`src/rtl/dma_ag_pkg.sv`:
```
package dma_ag_pkg;
    typedef enum logic [1:0] {
        ST_IDLE = 2'd0,
        ST_RUN  = 2'd1,
        ST_DONE = 2'd2
    } ag_state_e;

    localparam int CTRL_CHUNK_LO = 16;
    localparam int CTRL_STRIDE   = 18;
    localparam int CTRL_SRC_DISP = 19;
    localparam int CTRL_DST_DISP = 20;

    // chunk code 0..3 -> 1,2,4,8 bytes
    function automatic logic [3:0] chunk_bytes(input logic [1:0] code);
        return 4'd1 << code;
    endfunction
endpackage

```
`src/rtl/dma_ag_ofs_regs.sv`:
```
module dma_ag_ofs_regs #(
    parameter int ADDR_W = 32,
    parameter int OFS_LO = 4,
    parameter int OFS_HI = 21
) (
    input  logic              clk,
    input  logic              rst_n,
    input  logic              wr_en,
    input  logic              wr_sel,
    input  logic [ADDR_W-1:0] wr_data,
    output logic [ADDR_W-1:0] pos_q,
    output logic [ADDR_W-1:0] neg_q
);
    logic [ADDR_W-1:0] keep_mask;
    logic [ADDR_W-1:0] masked;

    for (genvar i = 0; i < ADDR_W; i++) begin : g_mask
        assign keep_mask[i] = (i >= OFS_LO) && (i <= OFS_HI);
    end

    assign masked = wr_data & keep_mask;

    always_ff @(posedge clk or negedge rst_n) begin
        if (!rst_n) begin
            pos_q <= '0;
            neg_q <= '0;
        end else if (wr_en) begin
            if (wr_sel) neg_q <= masked;
            else        pos_q <= masked;
        end
    end
endmodule

```
`src/rtl/dma_ag_src_walk.sv`:
```
module dma_ag_src_walk #(
    parameter int ADDR_W = 32
) (
    input  logic              clk,
    input  logic              rst_n,
    input  logic              load,
    input  logic [ADDR_W-1:0] load_addr,
    input  logic              stride_in,
    input  logic [1:0]        code_in,
    input  logic              adv,
    output logic [ADDR_W-1:0] addr
);
    import dma_ag_pkg::*;

    logic [2:0] chunk_pos;
    logic       stride_q;
    logic [1:0] code_q;
    logic [3:0] n_bytes;
    logic       chunk_end;

    assign n_bytes   = chunk_bytes(code_q);
    assign chunk_end = stride_q && ({1'b0, chunk_pos} == (n_bytes - 4'd1));

    always_ff @(posedge clk or negedge rst_n) begin
        if (!rst_n) begin
            addr      <= '0;
            chunk_pos <= '0;
            stride_q  <= 1'b0;
            code_q    <= '0;
        end else if (load) begin
            addr      <= load_addr;
            chunk_pos <= '0;
            stride_q  <= stride_in;
            code_q    <= code_in;
        end else if (adv) begin
            if (chunk_end) begin
                addr      <= addr + ADDR_W'(1) + ADDR_W'(n_bytes);
                chunk_pos <= '0;
            end else begin
                addr      <= addr + ADDR_W'(1);
                chunk_pos <= stride_q ? chunk_pos + 3'd1 : 3'd0;
            end
        end
    end
endmodule

```
`src/rtl/dma_ag_dst_walk.sv`:
```
module dma_ag_dst_walk #(
    parameter int ADDR_W = 32,
    parameter int LEN_W  = 24
) (
    input  logic              clk,
    input  logic              rst_n,
    input  logic              load,
    input  logic [ADDR_W-1:0] load_addr,
    input  logic [LEN_W-1:0]  load_len,
    input  logic              adv,
    output logic [ADDR_W-1:0] addr,
    output logic              last_beat
);
    logic [LEN_W-1:0] remaining;

    assign last_beat = (remaining == LEN_W'(1));

    always_ff @(posedge clk or negedge rst_n) begin
        if (!rst_n) begin
            addr      <= '0;
            remaining <= '0;
        end else if (load) begin
            addr      <= load_addr;
            remaining <= load_len;
        end else if (adv) begin
            addr      <= addr + ADDR_W'(1);
            remaining <= remaining - LEN_W'(1);
        end
    end
endmodule

```
`src/rtl/dma_addr_gen.sv`:
```
module dma_addr_gen #(
    parameter int ADDR_W = 32,
    parameter int LEN_W  = 24,
    parameter int OFS_LO = 4,
    parameter int OFS_HI = 21
) (
    input  logic              clk,
    input  logic              rst_n,
    input  logic              start,
    input  logic [ADDR_W-1:0] src_base,
    input  logic [ADDR_W-1:0] dst_base,
    input  logic [LEN_W-1:0]  xfer_len,
    input  logic [20:16]      ctrl,
    input  logic              ofs_we,
    input  logic              ofs_sel,
    input  logic [ADDR_W-1:0] ofs_wdata,
    input  logic              src_adv,
    input  logic              dst_adv,
    output logic [ADDR_W-1:0] src_addr,
    output logic [ADDR_W-1:0] dst_addr,
    output logic              busy,
    output logic              done,
    output logic [ADDR_W-1:0] pos_ofs,
    output logic [ADDR_W-1:0] neg_ofs
);
    import dma_ag_pkg::*;

    ag_state_e         state_q, state_d;
    logic              take;
    logic              src_go, dst_go;
    logic              last_beat;
    logic [ADDR_W-1:0] disp;
    logic [ADDR_W-1:0] src_ld, dst_ld;

    dma_ag_ofs_regs #(.ADDR_W(ADDR_W), .OFS_LO(OFS_LO), .OFS_HI(OFS_HI)) u_ofs (
        .clk(clk), .rst_n(rst_n), .wr_en(ofs_we), .wr_sel(ofs_sel),
        .wr_data(ofs_wdata), .pos_q(pos_ofs), .neg_q(neg_ofs)
    );

    assign disp   = pos_ofs - neg_ofs;
    assign src_ld = src_base + (ctrl[CTRL_SRC_DISP] ? disp : '0);
    assign dst_ld = dst_base + (ctrl[CTRL_DST_DISP] ? disp : '0);

    // state register
    always_ff @(posedge clk or negedge rst_n) begin
        if (!rst_n) state_q <= ST_IDLE;
        else        state_q <= state_d;
    end

    // next state
    always_comb begin
        state_d = state_q;
        unique case (state_q)
            ST_IDLE, ST_DONE: begin
                if (start) state_d = (xfer_len == '0) ? ST_DONE : ST_RUN;
            end
            ST_RUN: begin
                if (dst_adv && last_beat) state_d = ST_DONE;
            end
            default: state_d = ST_IDLE;
        endcase
    end

    // outputs
    always_comb begin
        take   = 1'b0;
        src_go = 1'b0;
        dst_go = 1'b0;
        busy   = 1'b0;
        done   = 1'b0;
        unique case (state_q)
            ST_IDLE: take = start;
            ST_RUN: begin
                busy   = 1'b1;
                src_go = src_adv;
                dst_go = dst_adv;
            end
            ST_DONE: begin
                done = 1'b1;
                take = start;
            end
            default: ;
        endcase
    end

    dma_ag_src_walk #(.ADDR_W(ADDR_W)) u_src (
        .clk(clk), .rst_n(rst_n), .load(take), .load_addr(src_ld),
        .stride_in(ctrl[CTRL_STRIDE]), .code_in(ctrl[CTRL_CHUNK_LO+1:CTRL_CHUNK_LO]),
        .adv(src_go), .addr(src_addr)
    );

    dma_ag_dst_walk #(.ADDR_W(ADDR_W), .LEN_W(LEN_W)) u_dst (
        .clk(clk), .rst_n(rst_n), .load(take), .load_addr(dst_ld),
        .load_len(xfer_len), .adv(dst_go), .addr(dst_addr), .last_beat(last_beat)
    );
endmodule

```
`config.mk`:
```
export PLATFORM = sky130hd
export DESIGN_NAME = dma_addr_gen
export DESIGN_NICKNAME = d
export VERILOG_FILES = /design/src/rtl/dma_ag_pkg.sv /design/src/rtl/dma_ag_ofs_regs.sv /design/src/rtl/dma_ag_src_walk.sv /design/src/rtl/dma_ag_dst_walk.sv /design/src/rtl/dma_addr_gen.sv
export SDC_FILE = /design/constraint.sdc
export NUM_CORES = 1
export LEC_CHECK = 0
export ABC_AREA = 1
export BUFFER_PORTS_ARGS = -buffer_cell sky130_fd_sc_hd__buf_2
export CORE_MARGIN = 5
export CORE_UTILIZATION = 57
export DETAILED_ROUTE_END_ITERATION = 10
export PLACE_DENSITY = 0.83
export SLEW_MARGIN = 20
export SYNTH_ARGS = -nofsm -noshare
export SYNTH_HDL_FRONTEND = slang
export SYNTH_SLANG_ARGS = --single-unit
```
`constraint.sdc`:
```
create_clock -name clk -period 4.6 [get_ports clk]
set_input_delay 0.69 -clock clk [delete_from_list [all_inputs] [get_ports clk]]
set_output_delay 0.69 -clock clk [all_outputs]
set_load 0.005 [all_outputs]
```
# ---- Yosys cells after proc, flatten, opt, wreduce, memory -nomap -nowiden
# Index checks and enable logic that the tools add are counted.
dict set report classes {
  add_sub_neg 9
  multipliers 0
  div 0
  magnitude_cmp 0
  eq_ne 6
  n_shift 1
  muxes 22
  bitwise_logic 1
  n_reduce_logical 10
}
# op count
set op_table {}
lappend op_table {{32-bit 2-to-1 mux} 7}
lappend op_table {{32-bit by 1-bit adder with 32-bit output (second input constant)} 2}
lappend op_table {{32-bit adder} 2}
lappend op_table {{24-bit 2-to-1 mux} 2}
lappend op_table {{32-bit by 4-bit adder with 32-bit output} 1}
lappend op_table {{24-bit by 1-bit equality test with 1-bit output (second input constant)} 1}
lappend op_table {{24-bit logical NOT} 1}
lappend op_table {{24-bit by 1-bit subtractor with 24-bit output (second input constant)} 1}
lappend op_table {{22-bit by 22-bit subtractor with 23-bit output} 1}
lappend op_table {{3-bit 2-to-1 mux} 4}
lappend op_table {{2-bit 2-to-1 mux} 3}
lappend op_table {{2-bit AND reduction} 3}
lappend op_table {{1-bit 2-to-1 mux} 5}
lappend op_table {{3-bit by 4-bit equality test with 1-bit output} 1}
lappend op_table {{2-bit one-hot mux with 2 select lines} 1}
lappend op_table {{2-bit nonzero test} 2}
lappend op_table {{1-bit by 2-bit << shifter with 4-bit output (first input constant)} 1}
lappend op_table {{4-bit by 1-bit subtractor with 4-bit output (second input constant)} 1}
lappend op_table {{3-bit by 1-bit adder with 3-bit output (second input constant)} 1}
lappend op_table {{2-bit by 1-bit equality test with 1-bit output (second input constant)} 1}
lappend op_table {{2-bit equality test (second input constant)} 1}
lappend op_table {{1-bit logical AND} 2}
lappend op_table {{2-bit logical NOT} 1}
lappend op_table {{2-bit by 1-bit inequality test with 1-bit output (second input constant)} 1}
lappend op_table {{other kinds (3)} 3}
dict set report totals {
  ff_bits 132
  latchBits 0
  mem_bits_rw 0
  mem_bits_ro 0
  inputBits 132
  output_inout_bits 130
  elab_cells 58
  mem_count 0
}

# ---- Logic depth before layout (Yosys ltp)
# Gate-level depths: netlist of run 1.
dict set report logic_depth {
  ltp_word 7
  depth_mapped 27
  depth_no_buf 27
}

# ---- Cells and area by module
# Synthesis of run 1 repeated with hierarchy kept, for this count alone.
dict set report hier_totals {
  hier_cells 2557
  area_unflattened_um2 15949.0
}
# module instances cells_per_inst area_each_um2 seq_area_each_um2
set modules_own_cells {}
lappend modules_own_cells {dma_addr_gen 1 1106 6229.7 50.0}
lappend modules_own_cells {dma_ag_src_walk 1 690 4151.5 950.9}
lappend modules_own_cells {dma_ag_dst_walk 1 576 3912.5 1401.3}
lappend modules_own_cells {dma_ag_ofs_regs 1 185 1655.3 900.9}

# ---- Least setup slack after synthesis of run 1
# Ideal clock, no wire load.
dict set report synth_timing {
  path_type {register -> register}
  start {reg u_ofs.pos_q[6]}
  end {reg u_src.addr[30]}
  setup_time_ns 0.077
  arrival_ns 3.363
  required_ns 4.523
  slack_ns 1.160
  stages_incl_launch_ff 23
  n_path_buf 0
  period_less_slack_ns 3.440
  cell_sequence {dfrtp_1 ha_1 inv_1 nor3_1 a21oi_1 o21ai_0 a21oi_1 o21ai_0 xor2_1 nor2_1 ha_1 nand2_1 inv_1 nand2_1 nor2_1 nand4_1 nand3_1 nand2_1 nand3b_1 nand2_1 o21ai_0 inv_1 a21oi_1}
}
dict set report synth_via {
  elab_chain_cells 4
}
# item line
set synth_lines {}
lappend synth_lines {{from (decl)} dma_ag_ofs_regs.sv:11} ;# output logic [ADDR_W-1:0] pos_q,
lappend synth_lines {{from (signal assigned)} dma_ag_ofs_regs.sv:29} ;# else pos_q <= masked;
lappend synth_lines {{22-bit by 22-bit subtractor with 23-bit output} dma_addr_gen.sv:40} ;# assign disp = pos_ofs - neg_ofs;
lappend synth_lines {{32-bit 2-to-1 mux} dma_addr_gen.sv:41} ;# assign src_ld = src_base + (ctrl[CTRL_SRC_DISP] ? disp : '0);
lappend synth_lines {{32-bit adder} dma_addr_gen.sv:41}
lappend synth_lines {{32-bit 2-to-1 mux} dma_ag_src_walk.sv:30} ;# end else if (load) begin
lappend synth_lines {{to (signal assigned)} dma_ag_src_walk.sv:31} ;# addr <= load_addr;
lappend synth_lines {{to (signal assigned)} dma_ag_src_walk.sv:37} ;# addr <= addr + ADDR_W'(1) + ADDR_W'(n_bytes);
lappend synth_lines {{to (signal assigned)} dma_ag_src_walk.sv:40} ;# addr <= addr + ADDR_W'(1);
lappend synth_lines {{to (decl)} dma_ag_src_walk.sv:11} ;# output logic [ADDR_W-1:0] addr
# Every way passes these cells.
# A chain may end at the register's enable or synchronous reset.

# ---- Worst setup path in the final report of run 1
dict set report layout_timing {
  start {reg u_ofs.pos_q[6]}
  end {reg u_dst.addr[29]}
}
dict set report layout_via {
  elab_chain_cells 4
}
# item line
set layout_lines {}
lappend layout_lines {{22-bit by 22-bit subtractor with 23-bit output} dma_addr_gen.sv:40}
lappend layout_lines {{32-bit 2-to-1 mux} dma_addr_gen.sv:42} ;# assign dst_ld = dst_base + (ctrl[CTRL_DST_DISP] ? disp : '0);
lappend layout_lines {{32-bit adder} dma_addr_gen.sv:42}
lappend layout_lines {{32-bit 2-to-1 mux} dma_ag_dst_walk.sv:22} ;# end else if (load) begin
lappend layout_lines {{to (signal assigned)} dma_ag_dst_walk.sv:23} ;# addr <= load_addr;
lappend layout_lines {{to (signal assigned)} dma_ag_dst_walk.sv:26} ;# addr <= addr + ADDR_W'(1);
lappend layout_lines {{to (decl)} dma_ag_dst_walk.sv:11} ;# output logic [ADDR_W-1:0] addr,
# Every way passes these cells.

==> flow_summary.json, run 1 <==
{
  "layout-drive-gt1-share_pct": 13.1,
  "reg2reg_from": "u_ofs.pos_q[6]$_DFFE_PN0P_",
  "r2r_slack_ns": 0.40,
  "worstPathMaxFanout": 6,
  "remaining_drc_errors": 0,
  "vias": 14806,
  "dr.pass1.iters": 7,
  "syn_to_final_growth_pct": 14.4,
  "via_per_inst": 5.61,
  "synth.most_common_cell": "nand2_1",
  "drt-initial-drc-count": 1368,
  "rsz0062_at_grt": "no",
  "ys_async_sr_fraction_pct": 100,
  "finalSetupViolations": 0,
  "die_h_um": 163,
  "leakage_nw": 7.71,
  "ios": 262,
  "cts.sinks": 132,
  "dp_hpwl_mm": 33.0,
  "grt_pass1_wl_mm": 67.6,
  "drv_cap": 0,
  "worst_setup_path_start_kind": "flop",
  "cp_slowest_stage_delay_ns": 0.40,
  "ctsHoldBuffers": 0,
  "cts.clk_slew.worst_paths_ns": 0.07,
  "core_area_um2": 23300,
  "syn_avg_cell_area_um2": 6.36,
  "ir_drop_v": 0.000258,
  "min_period_ns": 4.20,
  "maxSlewViolCount": 0,
  "rows": 56,
  "nets": 2518,
  "timing.rr.end": "u_dst.addr[29]$_DFFE_PN0P_",
  "hold_path.class": "in2async",
  "fin_total_pwr_w": 0.00871,
  "whs_ns": 0.379,
  "synth_ff_type": "dfrtp_1",
  "synth-seq-area-share_pct": 24.8,
  "routedWlPerCell_um": 16.0,
  "skew_ns": 0.0132,
  "post-route-period-util_pct": 91.2,
  "start_util_pct": 57.3,
  "h-tree-depth": 4,
  "wl_mm": 42.1,
  "place.port_buffers": 219,
  "synth_enable_flop_cells": 0,
  "grt_pass1_vias": 13792,
  "fin_tns_setup_ns": 0,
  "finalCoreUtilization_pct": 65.6,
  "clockRootBuffer": "clkbuf_16",
  "status": "finished, final reports clean",
  "crit_required_ns": 4.90,
  "gp_congestion": 0.933,
  "arrival_ns": 4.49,
  "yosysWarnings": 0,
  "reg2reg_depth": 19,
  "cts_max_path_buffers": 2,
  "fp.dieArea_um2": 26600,
  "synth-seq-cells": 132,
  "fp.dieW_um": 163,
  "hold_viol_final": 0,
  "cts_tree": "built",
  "synth_area_leaders": "dfrtp_1 25%, nand2_1 15%, nor2_1 7.8%",
  "crit_top_cell": "o21ai_0",
  "yosysTopAreaCell": "dfrtp_1",
  "cellPowerDensity_nw_per_um2": 571,
  "synthCells": 2098,
  "worstPathCellList": "ha_1 > inv_1 > nor3_1 > a21oi_1 > o21ai_1 > a21oi_1 > o21ai_0 > xor2_1 > nor2_1 > ha_1 > nand2_1 > nor2_1 > inv_1 > o21ai_0 > nand2_1 > nand4_1 > nand3_1 > nand3_1 > o21ai_0",
  "end_kind": "flop",
  "worstSetupPathType": "reg2reg",
  "grt_start_max_net_pins": 70,
  "synth_common_cells": "527 x nand2_1, 278 x nor2_1, 248 x inv_1",
  "grt_usage_pct": 31.2,
  "relSlewSlack_pct": 24.2,
  "antenna_found_initial": 9,
  "gr-total-overflow": 0,
  "cpMaxStageDelayCell": "dfrtp_1",
  "max_freq_ghz": 0.238,
  "cts_buffers": 17,
  "clock_latency_ns": 0.43,
  "final_cells": 2638,
  "drtAntennaViolNets": 0,
  "synth_cell_type_count": 52,
  "dp.cells": 2601,
  "yosysTopAreaCellShare_pct": 24.8,
  "worst_pin_slew_ns": 1.14,
  "synth_area_um2": 13300
}
[cell type report]
| type | instances | area (um^2) |
|---|---|---|
| tap | 319 | 399 |
| timing repair buffer | 230 | 1180 |
| sequential | 132 | 3300 |
| clock buffer | 20 | 467 |
| fill | 2203 | 8000 |
| inverter | 250 | 938 |
| multi-input combinational | 1670 | 8790 |
| clock inverter | 12 | 166 |
| antenna | 5 | 12.5 |
[power by group]
part           internal [W]  switching (W)  total, W
registers           0.00161       0.000634   0.00224
clock network      0.000909       0.000594   0.00150
logic               0.00176        0.00321   0.00497
total               0.00428        0.00443   0.00871
[routing by layer]
layer	part of all wire (%)	up-vias	GRT usage [%]
li1	-	7302	-
met1	43	6756	42.4
met2	46	655	50.8
met3	8.8	83	6.40
met4	2.2	10	8.16
met5	0.18	-	0
[logic make-up (layout without fill, tap and decap cells)]
kind of cell	after synthesis	count (layout)	share of synthesized area, %
XOR/XNOR	85	85	5.75
multiplexers	1	1	0.0750
flip-flops	132	132	24.8
AND/OR/NAND/NOR	1072	1072	34.1
buffers and inverters	323	512	10.2
other	1	33	0.0281
AO/OA/AOI/OAI	399	399	16.9
adder cells (fa/ha/maj)	85	85	8.20
[state kept, by name, indices dropped and copies added, names as in the netlist]
name	flops
u_src.chunk_pos	3
u_src.addr	32
u_dst.remaining	24
u_dst.addr	32
u_src.code_q	2
state_q	2
u_ofs.pos_q	18
u_src.stride_q	1
u_ofs.neg_q	18
[placed cells by master (no fill, tap or decap), drive strengths merged, types with 60 or more instances in the layout]
master / Yosys / final
a21oi: 123 / 123
buf: 36 / 230
dfrtp: 132 / 132
ha: 81 / 81
inv: 248 / 253
nand2: 536 / 536
nand3: 138 / 138
nor2: 297 / 297
o21ai: 167 / 167
xor2: 60 / 60
[how the worst max path moves through the flow]
stage	startpoint	to	slack [ns]	cells past startpoint
final	u_ofs.pos_q[6]$_DFFE_PN0P_	u_dst.addr[29]$_DFFE_PN0P_	0.40	19
after global routing	u_ofs.pos_q[4]$_DFFE_PN0P_	u_src.addr[29]$_DFFE_PN0P_	0.002	22
after CTS	u_ofs.pos_q[6]$_DFFE_PN0P_	u_dst.addr[25]$_DFFE_PN0P_	0.39	20
after detailed placement	u_ofs.neg_q[6]$_DFFE_PN0P_	u_dst.addr[29]$_DFFE_PN0P_	0.42	20
after global placement	u_ofs.pos_q[6]$_DFFE_PN0P_	u_dst.addr[29]$_DFFE_PN0P_	0.49	19
after floorplan	u_ofs.pos_q[6]$_DFFE_PN0P_	u_src.addr[30]$_DFFE_PN0P_	1.16	22
[per-stage QoR]
step / worst slack, ns / area [um^2]
after floorplan: 1.16 / 13400
after detailed placement: 0.422 / 14600
final: 0.405 / 15300
after global routing: 0.00170 / 15300
after CTS: 0.388 / 15200
after global placement: 0.486 / 14600
[what timing repair did]
| item | 4_1_cts | 5_1_grt |
|---|---|---|
| resized for setup | 0 | 1 |
| endpoints found under the setup margin | 0 | 7 |
| buffers inserted | 0 | 0 |
[worst max-delay path, delay by kind of cell (launching register included)]
family / cells / cell delay (ns)
simple gates: 8 / 1.29
compound gates: 6 / 1.16
fa+ha+maj: 2 / 0.79
flops: 1 / 0.40
xor+xnor: 1 / 0.26
buf+inv: 2 / 0.16
Note: power is estimated with default switching activity, not from simulation.
==> inputs of run 2 (changes only) <==
- PLACE_DENSITY: 0.83 -> 0.84
==> flow_summary.json, run 2 (synthesis results as in run 1) <==
{
  "relSlewSlack_pct": 26.1,
  "skew_ns": 0.0135,
  "hold_path.class": "in2async",
  "post_cts_resized": 0,
  "wl_mm": 42.7,
  "grt_start_max_net_pins": 70,
  "cts.clk_slew.worst_paths_ns": 0.07,
  "fillerInstances": 2205,
  "remaining_drc_errors": 0,
  "grt_usage_pct": 31.6,
  "p_clk_share_pct": 15.8,
  "dp_hpwl_mm": 33.9,
  "drt-initial-drc-count": 1277,
  "power_frac_seq_pct": 26.2,
  "fp.dieArea_um2": 26600,
  "combPwrFrac_pct": 58.0,
  "final_area_um2": 15200,
  "drv_cap": 0,
  "cts.sinks": 132,
  "worst_setup_path_start_kind": "flop",
  "final_cell_mix": "526 x nand2_1, 277 x nor2_1, 247 x inv_1, 218 x buf_2, 166 x o21ai_0",
  "setup_ws_ns": 0.215,
  "antenna_found_initial": 11,
  "post-route-period-util_pct": 95.3,
  "die_h_um": 163,
  "worstPathMaxFanout": 6,
  "core_area_um2": 23300,
  "gr-total-overflow": 0,
  "gp_congestion": 0.974,
  "placed_cell_area_um2": 14600,
  "min_period_ns": 4.39,
  "finalSetupViolations": 0,
  "max_freq_ghz": 0.228,
  "crit_required_ns": 4.95,
  "leakage_nw": 7.68,
  "drtAntennaViolNets": 0,
  "ir_drop_v": 0.000254,
  "final_cells": 2641,
  "cellPowerDensity_nw_per_um2": 564,
  "place.port_buffers": 219,
  "hold_viol_final": 0,
  "fp.dieW_um": 163,
  "worst_pin_slew_ns": 1.11,
  "p_sw_w": 0.00447,
  "rows": 56,
  "largest_registers": "u_dst.addr: 32 flops, u_src.addr: 32 flops, u_dst.remaining: 24 flops",
  "dr.pass1.iters": 6,
  "intPower_w": 0.00410,
  "fin_tns_setup_ns": 0,
  "nets": 2518,
  "routedWlPerCell_um": 16.2,
  "vias": 14830,
  "status": "finished, final reports clean",
  "h-tree-depth": 4,
  "cts_max_path_buffers": 2,
  "sw_frac_of_total_pct": 52.1,
  "clock_latency_ns": 0.43,
  "cts_tree": "built",
  "syn_to_final_growth_pct": 14.0,
  "ctsHoldBuffers": 0,
  "layout-drive-gt1-share_pct": 13.1,
  "cts_setup_buffers": 0,
  "grt_pass1_wl_mm": 68.3,
  "layout_commonest_cell": "nand2_1",
  "cts_buffers": 17,
  "start_util_pct": 57.3,
  "clockRootBuffer": "clkbuf_16",
  "dp.cells": 2601,
  "ios": 262,
  "arrival_ns": 4.73,
  "post-place-ws_ns": 0.393,
  "via_per_inst": 5.62,
  "maxSlewViolCount": 0,
  "end_kind": "flop",
  "grt_pass1_vias": 14123,
  "worstSetupPathType": "reg2reg",
  "rsz0062_at_grt": "no"
}
-- run 2: changes by cell type in the layout (fill, tap and decap cells not counted), sizes merged --
| cell | delta |
|---|---|
| clkinvlp | -1 |
| inv | +6 |
| bufinv | -3 |
| diode | +3 |
| clkbuf | -2 |
-- run 2: stage by stage --
stage	power (W)	hold WS (ns)	util (%)
2_1_floorplan	0.00561	0.394	-
3_3_place_gp	0.00696	0.486	62.8
3_5_place_dp	0.00711	0.497	62.8
4_1_cts	0.00850	0.387	65.3
5_1_grt	0.00932	0.418	65.3
6_report	0.00857	0.357	65.3
-- run 2: worst paths after layout --
| check | startpoint | end | slack (ns) | cells after the start |
|---|---|---|---|---|
| worst min-delay path | rst_n | u_dst.addr[26]$_DFFE_PN0P_ | 0.36 | 1 |
| worst min register to register | u_ofs.pos_q[4]$_DFFE_PN0P_ | u_ofs.pos_q[4]$_DFFE_PN0P_ | 0.51 | 2 |
| min in group clk | ctrl[16] | u_src.code_q[0]$_DFFE_PN0P_ | 0.48 | 3 |
| worst max-delay path | u_ofs.pos_q[6]$_DFFE_PN0P_ | u_dst.addr[25]$_DFFE_PN0P_ | 0.21 | 20 |
| max in group asynchronous | rst_n | u_dst.addr[18]$_DFFE_PN0P_ | 3.11 | 2 |
| worst max register to register | u_ofs.pos_q[6]$_DFFE_PN0P_ | u_dst.addr[25]$_DFFE_PN0P_ | 0.21 | 20 |
-- run 2: power groups by stage --
stage | clock (W) | sequential [W] | combinational, W
global placement | 0 | 0.00221 | 0.00475
finish | 0.00135 | 0.00225 | 0.00497
global route | 0.00142 | 0.00231 | 0.00559
detailed placement | 0 | 0.00223 | 0.00488
floorplan | 0 | 0.00209 | 0.00352
CTS | 0.00137 | 0.00222 | 0.00491
-- run 2: metal layers --
| layer | vias to the layer above | part of all wire [%] | routed length (um) | global-route usage (%) |
|---|---|---|---|---|
| met5 | - | 0.063 | 27 | 0 |
| met4 | 6 | 3.5 | 1480 | 11.8 |
| met3 | 101 | 9.3 | 3980 | 6.76 |
| met2 | 638 | 46 | 19600 | 52.0 |
| met1 | 6786 | 41 | 17700 | 41.0 |
| li1 | 7299 | - | - | - |
-- run 2: final cells by class --
type | instances | area [um^2] | area share [%]
multi-input combinational | 1670 | 8790 | 57.8
sequential | 132 | 3300 | 21.7
timing repair buffer | 230 | 1180 | 7.77
inverter | 250 | 938 | 6.17
clock buffer | 18 | 439 | 2.89
tap | 319 | 399 | 2.63
clock inverter | 14 | 129 | 0.848
antenna | 8 | 20.0 | 0.132
-- run 2: critical path, stage by stage, from the launching register on --
cell,delay [ns]
dfrtp_1,0.41
ha_1,0.38
inv_1,0.10
nor3_1,0.31
a21oi_1,0.17
o21ai_0,0.37
a21oi_1,0.19
o21ai_0,0.23
xor2_1,0.23
nor2_1,0.14
ha_1,0.39
nand2_1,0.12
nor2_1,0.21
inv_1,0.08
nor2_1,0.13
nand3_1,0.10
nand3_1,0.16
nor2_1,0.05
o21ai_0,0.31
o211ai_1,0.13
o21ai_0,0.10
==> inputs of run 3 (changes only) <==
- ABC_AREA: 1 -> 0
- CORE_UTILIZATION: 57 -> 56
- RECOVER_POWER: unset -> 25
==> flow_summary.json, run 3 <==
{
  "status": "finished with violations",
  "violations": "max-capacitance violations, max-slew violations, negative setup slack",
  "clock_latency_ns": 0.43,
  "yosysTopAreaCellShare_pct": 28.2,
  "final_cell_mix": "216 x buf_2, 147 x nand2_1, 132 x dfrtp_1, 82 x nor2_1, 81 x a21oi_1",
  "reg2reg_depth": 24,
  "gr-total-overflow": 0,
  "max_freq_ghz": 0.207,
  "combPwrFrac_pct": 53.9,
  "fin_tns_setup_ns": -1.17,
  "worstPathMaxFanout": 4,
  "layout_commonest_cell": "buf_2",
  "cts_tree": "built",
  "fp.dieW_um": 155,
  "synth_top_family_by_area": "simple AND/OR/NAND/NOR gates",
  "synth_enable_flop_cells": 0,
  "largest_registers": "u_dst.addr: 32 flops, u_src.addr: 32 flops, u_dst.remaining: 24 flops",
  "syn_avg_cell_area_um2": 8.38,
  "power_frac_seq_pct": 29.0,
  "crit_path_end": "u_dst.addr[31]$_DFFE_PN0P_",
  "synth_compound_area_share_pct": 21.2,
  "sw_frac_of_total_pct": 44.5,
  "via_per_inst": 6.09,
  "intPower_w": 0.00426,
  "grt_pass1_wl_mm": 56.1,
  "cts.clk_slew.worst_paths_ns": 0.06,
  "reg2reg_from": "u_ofs.pos_q[4]$_DFFE_PN0P_",
  "worst_setup_path_start_kind": "flop",
  "drv_cap": 1,
  "synth_cell_type_count": 89,
  "ios": 262,
  "rsz0062_at_grt": "yes",
  "synth_area_leaders": "dfrtp_1 28%, ha_1 8.7%, xnor2_1 5.1%",
  "die_h_um": 155,
  "syn_to_final_growth_pct": 22.5,
  "ys_async_sr_fraction_pct": 100,
  "dr.pass1.iters": 8,
  "hold_viol_final": 0,
  "leakage_nw": 6.56,
  "worstSetupPathType": "reg2reg",
  "synth_common_cells": "149 x nand2_1, 132 x dfrtp_1, 94 x a21oi_1",
  "timing.rr.end": "u_dst.addr[31]$_DFFE_PN0P_",
  "cts_max_path_buffers": 2,
  "fillerInstances": 1683,
  "grt_start_max_net_pins": 59,
  "maxSlewViolCount": 53,
  "nets": 1867,
  "drtAntennaViolNets": 0,
  "routedWlPerCell_um": 18.6,
  "min_period_ns": 4.82,
  "fp.dieArea_um2": 23900,
  "cts_buffers": 17,
  "finalSetupViolations": 12,
  "yosysWarnings": 0,
  "crit_required_ns": 4.90,
  "layout-drive-gt1-share_pct": 27.1,
  "p_clk_share_pct": 17.2,
  "synth_ff_type": "dfrtp_1",
  "fin_total_pwr_w": 0.00767,
  "vias": 11833,
  "synth-seq-area-share_pct": 28.2,
  "synthAdderAreaFrac_pct": 9.33,
  "crit_start": "u_ofs.pos_q[4]$_DFFE_PN0P_",
  "hold_path.class": "in2reg",
  "ir_drop_v": 0.000272,
  "arrival_ns": 5.12,
  "cellPowerDensity_nw_per_um2": 534,
  "remaining_drc_errors": 0,
  "whs_ns": 0.460,
  "synth_xor_xnor_area_share_pct": 9.13,
  "core_area_um2": 20800,
  "antenna_found_initial": 11,
  "synthMuxAreaShare_pct": 4.30,
  "synthCells": 1398,
  "synth_area_um2": 11700,
  "h-tree-depth": 4,
  "gp_congestion": 0.981,
  "worst_pin_slew_ns": 2.94,
  "synth-simple-area-share_pct": 22.3,
  "grt_pass1_vias": 11268,
  "relSlewSlack_pct": -95.9,
  "cts.sinks": 132,
  "r2r_slack_ns": -0.22,
  "drt-initial-drc-count": 842,
  "synth-seq-cells": 132,
  "synth.most_common_cell": "nand2_1",
  "rows": 53,
  "skew_ns": 0.0151,
  "p_sw_w": 0.00341,
  "dp_hpwl_mm": 26.2,
  "wl_mm": 36.1,
  "yosysTopAreaCell": "dfrtp_1",
  "clockRootBuffer": "clkbuf_16",
  "start_util_pct": 56.3,
  "post-route-period-util_pct": 105,
  "grt_usage_pct": 28.3,
  "setup_ws_ns": -0.221,
  "place.port_buffers": 219,
  "end_kind": "flop"
}
run 3: cell count changes after synthesis, moves of 28 or more:
cell	previous run	this run
a21oi_1	122	94
nand3_1	138	48
nand2_1	527	149
a21o_1	6	39
inv_1	248	48
and2_1	3	38
o21ai_0	166	84
xnor2_1	24	68
mux2_2	0	35
nor2_1	278	86
run 3: power groups by stage:
stage	registers, W	clock network (W)	logic [W]
floorplan	0.00202	0	0.00263
global placement	0.00218	0	0.00360
detailed placement	0.00221	0	0.00371
CTS	0.00219	0.00132	0.00381
global route	0.00229	0.00137	0.00453
finish	0.00222	0.00132	0.00413
run 3: worst min-delay path by stage:
stage | depth (start not counted) | end | from | slack [ns]
CTS | 1 | u_dst.addr[12]$_DFFE_PN0P_ | rst_n | 0.32
detailed placement | 1 | u_dst.remaining[10]$_DFFE_PN0P_ | u_dst.remaining[10]$_DFFE_PN0P_ | 0.50
floorplan | 0 | state_q[0]$_DFFE_PN0P_ | rst_n | 0.39
finish | 3 | u_src.code_q[1]$_DFFE_PN0P_ | ctrl[17] | 0.46
global placement | 1 | u_dst.remaining[10]$_DFFE_PN0P_ | u_dst.remaining[10]$_DFFE_PN0P_ | 0.49
global route | 3 | u_src.code_q[1]$_DFFE_PN0P_ | ctrl[17] | 0.46
run 3: through the flow:
stage | instances | cell area (um^2) | setup slack, ns | util (%)
after global routing | 1943 | 14400 | -0.410 | 68.9
after detailed placement | 1890 | 13300 | -0.285 | 63.6
after global placement | 1890 | 13300 | -0.162 | 63.6
after floorplan | 1425 | 11800 | 0.0493 | -
final | 1944 | 14400 | -0.221 | 68.9
after CTS | 1926 | 13900 | 0.00438 | 66.8
run 3: area by class of cell:
class,count,area [um^2],area share (%)
flip-flops and latches,132,3300,23.0
clock inverters,12,93.8,0.654
diodes,6,15.0,0.105
repair buffers,293,1670,11.6
multi-input cells,1158,8280,57.7
clock buffers,20,467,3.25
well taps,275,344,2.40
inverters,48,180,1.26
run 3: timing repair:
item | 4_1_cts | 5_1_grt
gates cloned | 0 | 0
buffers inserted | 4 | 13
gates resized for setup | 20 | 81
setup endpoints to repair | 14 | 26
pin swaps | 15 | 63
hold buffers | 0 | 0
run 3: worst max-delay path: stages, from the launching register on:
cell       delay, ns
dfrtp_1         0.41
inv_2           0.10
ha_4            0.14
inv_2           0.04
fa_2            0.37
a211oi_2        0.26
nor2_2          0.08
o211ai_1        0.32
nand2b_1        0.11
a21o_1          0.19
a21o_1          0.17
a21oi_2         0.20
xnor2_2         0.16
and2_4          0.19
ha_4            0.20
buf_6           0.12
nand2_4         0.07
o211ai_1        0.08
and3_1          0.22
o31a_1          0.31
o31a_1          0.35
o2111ai_2       0.22
a21oi_2         0.08
xnor3_1         0.23
o21ai_2         0.06
run 3: cells by family (layout without fill, tap and decap cells):
family | count (synthesis) | in the layout
and+or+nand+nor | 504 | 504
DFF | 132 | 132
xor gates and xnor gates | 119 | 119
buffers and inverters | 135 | 373
other | 1 | 34
AOI/OAI and AO/OA | 376 | 376
muxes | 46 | 46
adders and majority gates | 85 | 85
run 3: routing by layer:
layer | share of wire (%) | track usage [%] | wire, um
met1 | 41 | 37.0 | 14900
met5 | 0.22 | 0 | 78
met3 | 7.3 | 5.93 | 2650
met4 | 3.3 | 10.2 | 1200
met2 | 48 | 46.4 | 17300
